## config.mk

```make
export PLATFORM = sky130hd
export DESIGN_NAME = iack_vec_seq
export DESIGN_NICKNAME = d
export VERILOG_FILES = /design/src/rtl/iack_pkg.sv /design/src/rtl/ack_seq_ctr.sv /design/src/rtl/vec_lo_build.sv /design/src/rtl/iack_vec_seq.sv
export SDC_FILE = /design/constraint.sdc
export NUM_CORES = 1
export LEC_CHECK = 0
export BUFFER_PORTS_ARGS = -buffer_cell sky130_fd_sc_hd__buf_2
export CAP_MARGIN = 10
export CORE_AREA = 10 10 47 49
export CTS_CLUSTER_DIAMETER = 60
export DETAILED_ROUTE_END_ITERATION = 7
export DIE_AREA = 0 0 57 59
export HOLD_SLACK_MARGIN = 0.08
export PLACE_DENSITY = 0.74
export SYNTH_ARGS = -nofsm -noshare
export SYNTH_HDL_FRONTEND = slang
export SYNTH_SLANG_ARGS = --single-unit
```

## constraint.sdc

```tcl
create_clock -name clk -period 3.28 [get_ports clk]
set_clock_uncertainty 0.15 [all_clocks]
set_input_delay 0.164 -clock clk [delete_from_list [all_inputs] [get_ports clk]]
set_output_delay 0.164 -clock clk [all_outputs]
set_load 0.005 [all_outputs]
```

## src/rtl/iack_pkg.sv

```systemverilog
package iack_pkg;
  localparam logic [7:0] CALL_OP = 8'hCD;

  typedef enum logic [1:0] {
    PH_CALL = 2'd0,
    PH_LO   = 2'd1,
    PH_HI   = 2'd2
  } iack_phase_e;
endpackage

```

## src/rtl/ack_seq_ctr.sv

```systemverilog
module ack_seq_ctr
  import iack_pkg::*;
(
  input  logic        clk,
  input  logic        rst_n,
  input  logic        ack_n,
  output logic        fall,
  output logic        rise,
  output iack_phase_e phase
);
  logic        ack_q;
  iack_phase_e phase_q, phase_d;
  logic        phase_en;

  assign fall  = ack_q & ~ack_n;
  assign rise  = ~ack_q & ack_n;
  assign phase = phase_q;

  // Advance the byte position on the trailing edge of each pulse
  always_comb begin
    phase_en = rise;
    unique case (phase_q)
      PH_CALL: phase_d = PH_LO;
      PH_LO:   phase_d = PH_HI;
      default: phase_d = PH_CALL;
    endcase
  end

  always_ff @(posedge clk or negedge rst_n) begin
    if (!rst_n) begin
      ack_q   <= 1'b1;
      phase_q <= PH_CALL;
    end else begin
      ack_q <= ack_n;
      if (phase_en) phase_q <= phase_d;
    end
  end

  p_phase_legal_r9: assert property (@(posedge clk) disable iff (!rst_n)
    phase_q != 2'd3);
  p_wrap_after_hi_r9: assert property (@(posedge clk) disable iff (!rst_n)
    (rise && phase_q == PH_HI) |=> (phase_q == PH_CALL));
endmodule

```

## src/rtl/vec_lo_build.sv

```systemverilog
module vec_lo_build #(
  parameter int DATA_W = 8,
  parameter int ID_W   = 3
) (
  input  logic [ID_W-1:0]        id,
  input  logic [DATA_W-ID_W-3:0] base,
  input  logic                   spacing4,
  output logic [DATA_W-1:0]      lo
);
  localparam int B4 = DATA_W - ID_W - 2;
  localparam int B8 = DATA_W - ID_W - 3;

  logic [DATA_W-1:0] lo4, lo8;

  assign lo4 = {base, id, 2'b00};
  assign lo8 = {base[B4-1 -: B8], id, 3'b000};
  assign lo  = spacing4 ? lo4 : lo8;
endmodule

```

## src/rtl/iack_vec_seq.sv

```systemverilog
module iack_vec_seq
  import iack_pkg::*;
#(
  parameter int DATA_W = 8,
  parameter int ID_W   = 3
) (
  input  logic                   clk,
  input  logic                   rst_n,
  input  logic                   ack_n,
  input  logic [ID_W-1:0]        win_id,
  input  logic [DATA_W-ID_W-3:0] cfg_base,
  input  logic                   cfg_spacing4,
  input  logic [DATA_W-1:0]      cfg_hi,
  input  logic                   cfg_auto_eoi,
  output logic [DATA_W-1:0]      dout,
  output logic                   dout_en,
  output logic                   isr_set,
  output logic [ID_W-1:0]        isr_set_id,
  output logic                   isr_clr,
  output logic [ID_W-1:0]        isr_clr_id
);
  localparam int SYNC_N = 2;

  logic [SYNC_N-1:0] rs_q;
  logic              rst_int_n;
  logic              fall, rise;
  iack_phase_e       phase;
  logic [ID_W-1:0]   id_q, id_d;
  logic              id_en;
  logic [DATA_W-1:0] lo_byte;

  // Reset asserts at once and is released on a clock edge
  always_ff @(posedge clk or negedge rst_n) begin
    if (!rst_n) rs_q <= '0;
    else        rs_q <= {rs_q[SYNC_N-2:0], 1'b1};
  end
  assign rst_int_n = rs_q[SYNC_N-1];

  ack_seq_ctr u_ctr (
    .clk   (clk),
    .rst_n (rst_int_n),
    .ack_n (ack_n),
    .fall  (fall),
    .rise  (rise),
    .phase (phase)
  );

  // Capture the winner on the leading edge of the first pulse
  always_comb begin
    id_en = fall && (phase == PH_CALL);
    id_d  = win_id;
  end

  always_ff @(posedge clk or negedge rst_int_n) begin
    if (!rst_int_n)  id_q <= '0;
    else if (id_en)  id_q <= id_d;
  end

  vec_lo_build #(.DATA_W(DATA_W), .ID_W(ID_W)) u_lo (
    .id       (id_q),
    .base     (cfg_base),
    .spacing4 (cfg_spacing4),
    .lo       (lo_byte)
  );

  always_comb begin
    unique case (phase)
      PH_CALL: dout = DATA_W'(CALL_OP);
      PH_LO:   dout = lo_byte;
      default: dout = cfg_hi;
    endcase
  end

  assign dout_en    = ~ack_n;
  assign isr_set    = id_en;
  assign isr_set_id = win_id;
  assign isr_clr    = rise && (phase == PH_HI) && cfg_auto_eoi;
  assign isr_clr_id = id_q;

  p_set_pulse_r3: assert property (@(posedge clk) disable iff (!rst_int_n)
    isr_set |=> !isr_set);
  p_set_while_low_r3: assert property (@(posedge clk) disable iff (!rst_int_n)
    isr_set |-> !ack_n);
  p_clr_gated_r8: assert property (@(posedge clk) disable iff (!rst_int_n)
    isr_clr |-> (ack_n && cfg_auto_eoi));
  p_id_held_r7: assert property (@(posedge clk) disable iff (!rst_int_n)
    (phase != PH_CALL) |-> $stable(id_q));
endmodule

```

## Word level (Yosys, flattened, before mapping)

Index checks and enable logic that the tools add are counted.

| operators by class | value |
|---|---|
| bitwise logic cells | 4 |
| equality and inequality tests | 2 |
| muxes and demuxes | 3 |
| magnitude comparators | 0 |
| reduce and logical (&&, ||, !) cells | 4 |
| shifts and indexed selects | 0 |
| $add $sub $neg | 0 |
| multipliers | 0 |
| div/mod/pow operators | 0 |

Operators by type and width:

| kind | number |
|---|---|
| case mux 8 bit (2 select lines) | 1 |
| 2-to-1 mux 6 bit | 1 |
| case mux 2 bit (2 select lines) | 1 |
| logical AND 1 bit | 3 |
| AND 1 bit | 2 |
| equality test 2 x 1 -> 1 bit, second input constant | 1 |
| equality test 2 bit, second input constant | 1 |
| logical NOT 2 bit | 1 |
| inverter 1 bit | 2 |

| word-level totals | value |
|---|---|
| bits in registers | 8 |
| output and inout port bits | 17 |
| latch bits | 0 |
| ROM bits | 0 |
| memories kept | 0 |
| memory bits (writable) | 0 |

## Logic depth before layout (Yosys ltp)

| logic depth | value |
|---|---|
| word-level depth | 4 |
| gate-level depth with buffers | 3 |
| gate-level depth less buffers | 2 |

## Hierarchy

From an unflattened synthesis, not the netlist that was laid out.

| unflattened totals | value |
|---|---|
| cell total of the unflattened synthesis | 49 |
| area total of the unflattened synthesis | 543.0 µm² |

Modules (own cells, without submodules):

| module | area an instance (µm²) | instances | sequential area each (µm²) | cells an instance |
|---|---|---|---|---|
| iack_vec_seq | 329.1 | 1 | 125.1 | 31 |
| ack_seq_ctr | 138.9 | 1 | 76.3 | 9 |
| vec_lo_build | 75.1 | 1 | 0.0 | 9 |

## Worst setup path before layout

OpenSTA, ideal clock, no wires.

| timing | value |
|---|---|
| kind | reg2reg |
| start | register u_ctr.phase_q[0], in the netlist u_ctr.phase[0] |
| end | register id_q[0], in the netlist isr_clr_id[0] |
| required time | 3.005 ns |
| slack | 1.789 ns |
| arrival | 1.216 ns |
| cell stages (with the launch flop) | 4 |
| clock period less this slack | 1.491 ns |
| library setup time | 0.125 ns |
| buffers on the path | 1 |
| path through | dfrtp_1 > buf_6 > nor4b_4 > mux2_4 |

| between the ends | value |
|---|---|
| longest elaborated chain between the ends | 2 |

RTL lines:

| what | line | RTL |
|---|---|---|
| start, declared | ack_seq_ctr.sv:12 | `iack_phase_e phase_q, phase_d;` |
| start signal, assigned | ack_seq_ctr.sv:35 | `if (phase_en) phase_q <= phase_d;` |
| logical NOT 2 bit | iack_vec_seq.sv:50 | `id_en = fall && (phase == PH_CALL);` |
| logical AND 1 bit | iack_vec_seq.sv:50 |  |
| via isr_set | iack_vec_seq.sv:17 | `output logic isr_set,` |
| end signal, assigned | iack_vec_seq.sv:56 | `else if (id_en) id_q <= id_d;` |
| end, declared | iack_vec_seq.sv:28 | `logic [ID_W-1:0] id_q, id_d;` |

The timed path passes the listed nets, and every way through them passes these cells.
A chain may end at the register's enable or synchronous reset.

## Worst setup path after layout

| timing | value |
|---|---|
| start | input port ack_n |
| end | output port isr_set |

| between the ends | value |
|---|---|
| longest elaborated chain between the ends | 3 |

RTL lines:

| what | line | RTL |
|---|---|---|
| start, declared | iack_vec_seq.sv:9 | `input logic ack_n,` |
| inverter 1 bit | ack_seq_ctr.sv:15 | `assign fall = ack_q & ~ack_n;` |
| AND 1 bit | ack_seq_ctr.sv:15 |  |
| logical AND 1 bit | iack_vec_seq.sv:50 |  |
| end, declared | iack_vec_seq.sv:17 |  |

No other way between the ends.

==> results.toml <==
[status]
outcome = "complete, no violations"

[yosys]
ys_types = 25
yosysSeqAreaShare_pct = 41.1
syn_nets = 65
ys_ff_latch = 8
yosysWarnings = 0
synth_cells = 46
avgSynthCellArea_um2 = 10.7
syn_area_um2 = 490

[timing]
setup_viol = 0
maxSlewViolCount = 0
whs_ps = 194
layout_min_cycle_time_ps = 1770
final_hold_viol_count = 0
rsz0062_at_grt = "false"
clock.fmax_ghz = 0.565
finalCritPeriodShare_pct = 54.0
fin_tns_setup_ps = 0

[routing]
wl_per_cell_um = 13.5
vias_per_cell = 4.54
vias = 472
ant_nets = 0
first_iter_violations = 2
wirelength_mm = 1.41
first_pass_iters = 3
drc = 0

[power_and_ir_drop]
internal_power_uw = 298
power_density_nw_per_um2 = 602
p_sw_share_pct = 34.3
pwr-share-seq_pct = 38.9
leakage_nw = 0.396
p_sw_uw = 155
ir_drop_mv = 0.409
pwr-share-comb_pct = 44.1
pwr-share-clk_pct = 17.0

[placement]
place_hpwl_mm = 1.13
port_buffers = 35
dp.cells = 92
gp_congestion = 0.665

[grt]
grt_pass1_wl_mm = 2.31
grt_max_degree = 16
grt-ovfl-total = 0
antenna_found_initial = 0
grt_pass1_vias = 521
gr-usage-all-layers_pct = 8.45

[min_path]
hp-class = "reg2reg"
whs_path_depth = 0

[clock_tree]
path_clk_slew_ps = 60
cts_resized = 0
clk_latency_ps = 250
clock-sinks = 8
cts_tree = "built"
cts_buffers = 3
htree_levels = 1
cts_max_path_buffers = 2
cts_root_buf = "clkbuf_4"

[flow_run]
drv_cap = 0

[die]
start_util_pct = 35.0
die_area_um2 = 3360
core-area_um2 = 1400
row_count = 14
num_io_pins = 36
die_h_um = 59
fp.dieW_um = 57

[cells_and_area]
drive_gt1_share_pct = 50.0
area_delta_synth_final_pct = 53.6
fin_util_pct = 53.8
nets = 108
diodes = 0
layoutNonFillerInstCount = 104

[worst_setup_path]
worstPathArrival_ps = 1460
critPathLaunchType = "input port"
crit_fanout = 6
worstSetupPathType = "in2out"
reg2reg_depth = 2
end_kind = "output port"
worstPathRequired_ps = 2970
sequential cells by signal (all words and copies together) (netlist names):
| name | count |
|---|---|
| rs_q | 2 |
| isr_clr_id | 3 |
| u_ctr.phase | 2 |
| u_ctr.ack_q | 1 |
worst paths after layout:
| check | start | end | slack (ps) |
|---|---|---|---|
| max | ack_n | isr_set | 1510 |
| min | rs_q[0] | rs_q[1] | 190 |
| max reg2reg | u_ctr.phase[1] | isr_clr_id[0] | 1670 |
| min reg2reg | rs_q[0] | rs_q[1] | 190 |
| max in group asynchronous | rst_n | rs_q[0] | 2230 |
| min in group asynchronous | rs_q[1] | isr_clr_id[0] | 490 |
worst max-delay path: stages:
cell and delay (ps):
dlygate4sd3_1 540, buf_2 170, nor4b_4 390, buf_2 190
cell usage after synthesis:
cell	number	share of area [%]
nor4bb_1	1	2.0
or2b_1	1	1.5
nor3_1	1	1.0
nand2b_1	1	1.3
dfrtp_1	7	36
nor2b_1	1	1.3
nand2_1	5	3.8
mux2i_1	2	4.1
mux2_2	1	2.3
dfstp_2	1	5.4
inv_1	3	2.3
buf_4	3	4.6
nor4b_1	1	1.8
mux2_4	3	9.2
a21o_1	2	3.1
nor3b_1	1	1.5
a21oi_1	1	1.0
buf_6	1	2.3
nor4b_4	1	4.8
o22a_1	2	3.6
a31oi_1	1	1.3
buf_2	1	1.0
and2_1	1	1.3
o21ai_0	3	3.1
conb_1	1	0.76
per-layer routing:
layer	global-route usage [%]	routed length (um)	up-vias
met5	0	0	-
met4	5.03	10	0
met3	3.43	147	2
met2	14.6	704	20
met1	8.37	543	210
li1	-	-	240
metrics by stage:
stage	cell area [um2]	power (mW)	setup slack [ps]
2_1_floorplan	490	0.292	1790
3_3_place_gp	647	0.368	1710
3_5_place_dp	647	0.374	1650
4_1_cts	753	0.463	1480
5_1_grt	753	0.495	1410
6_report	753	0.454	1510
cell type report:
| type | instances | area (um2) |
|---|---|---|
| Clock buffer | 4 | 26.3 |
| Sequential cell | 8 | 201 |
| Inverter | 3 | 11.3 |
| Fill cell | 127 | 648 |
| Multi-Input combinational cell | 30 | 239 |
| Tap cell | 16 | 20.0 |
| Timing Repair Buffer | 43 | 255 |
cell usage in the layout (no fill, tap or decap), types with 2 or more instances in the layout:
| cell | n |
|---|---|
| inv_1 | 3 |
| buf_2 | 35 |
| mux2i_1 | 2 |
| dlygate4sd3_1 | 8 |
| mux2_4 | 3 |
| nand2_1 | 5 |
| o21ai_0 | 3 |
| o22a_1 | 2 |
| a21o_1 | 2 |
| clkbuf_4 | 3 |
| dfrtp_1 | 7 |
power by group through the flow:
stage | logic [mW] | clock network (mW) | registers (mW)
floorplan | 0.135 | 0 | 0.157
global placement | 0.191 | 0 | 0.176
detailed placement | 0.195 | 0 | 0.179
CTS | 0.205 | 0.0811 | 0.177
global route | 0.223 | 0.0869 | 0.185
finish | 0.200 | 0.0770 | 0.176
cells by family after synthesis:
group,Yosys count,share of synthesized area (%)
AND/OR/NAND/NOR,14,20.4
AO/OA/AOI/OAI,9,12.0
flip-flops,8,41.1
buffers and inverters,8,10.2
multiplexers,6,15.6
other,1,0.765
what timing repair did:
item	in CTS	in global routing
hold endpoints to repair	11	0
setup buffers	0	0
hold buffers	8	0
Note: power is estimated with default switching activity, not from simulation.
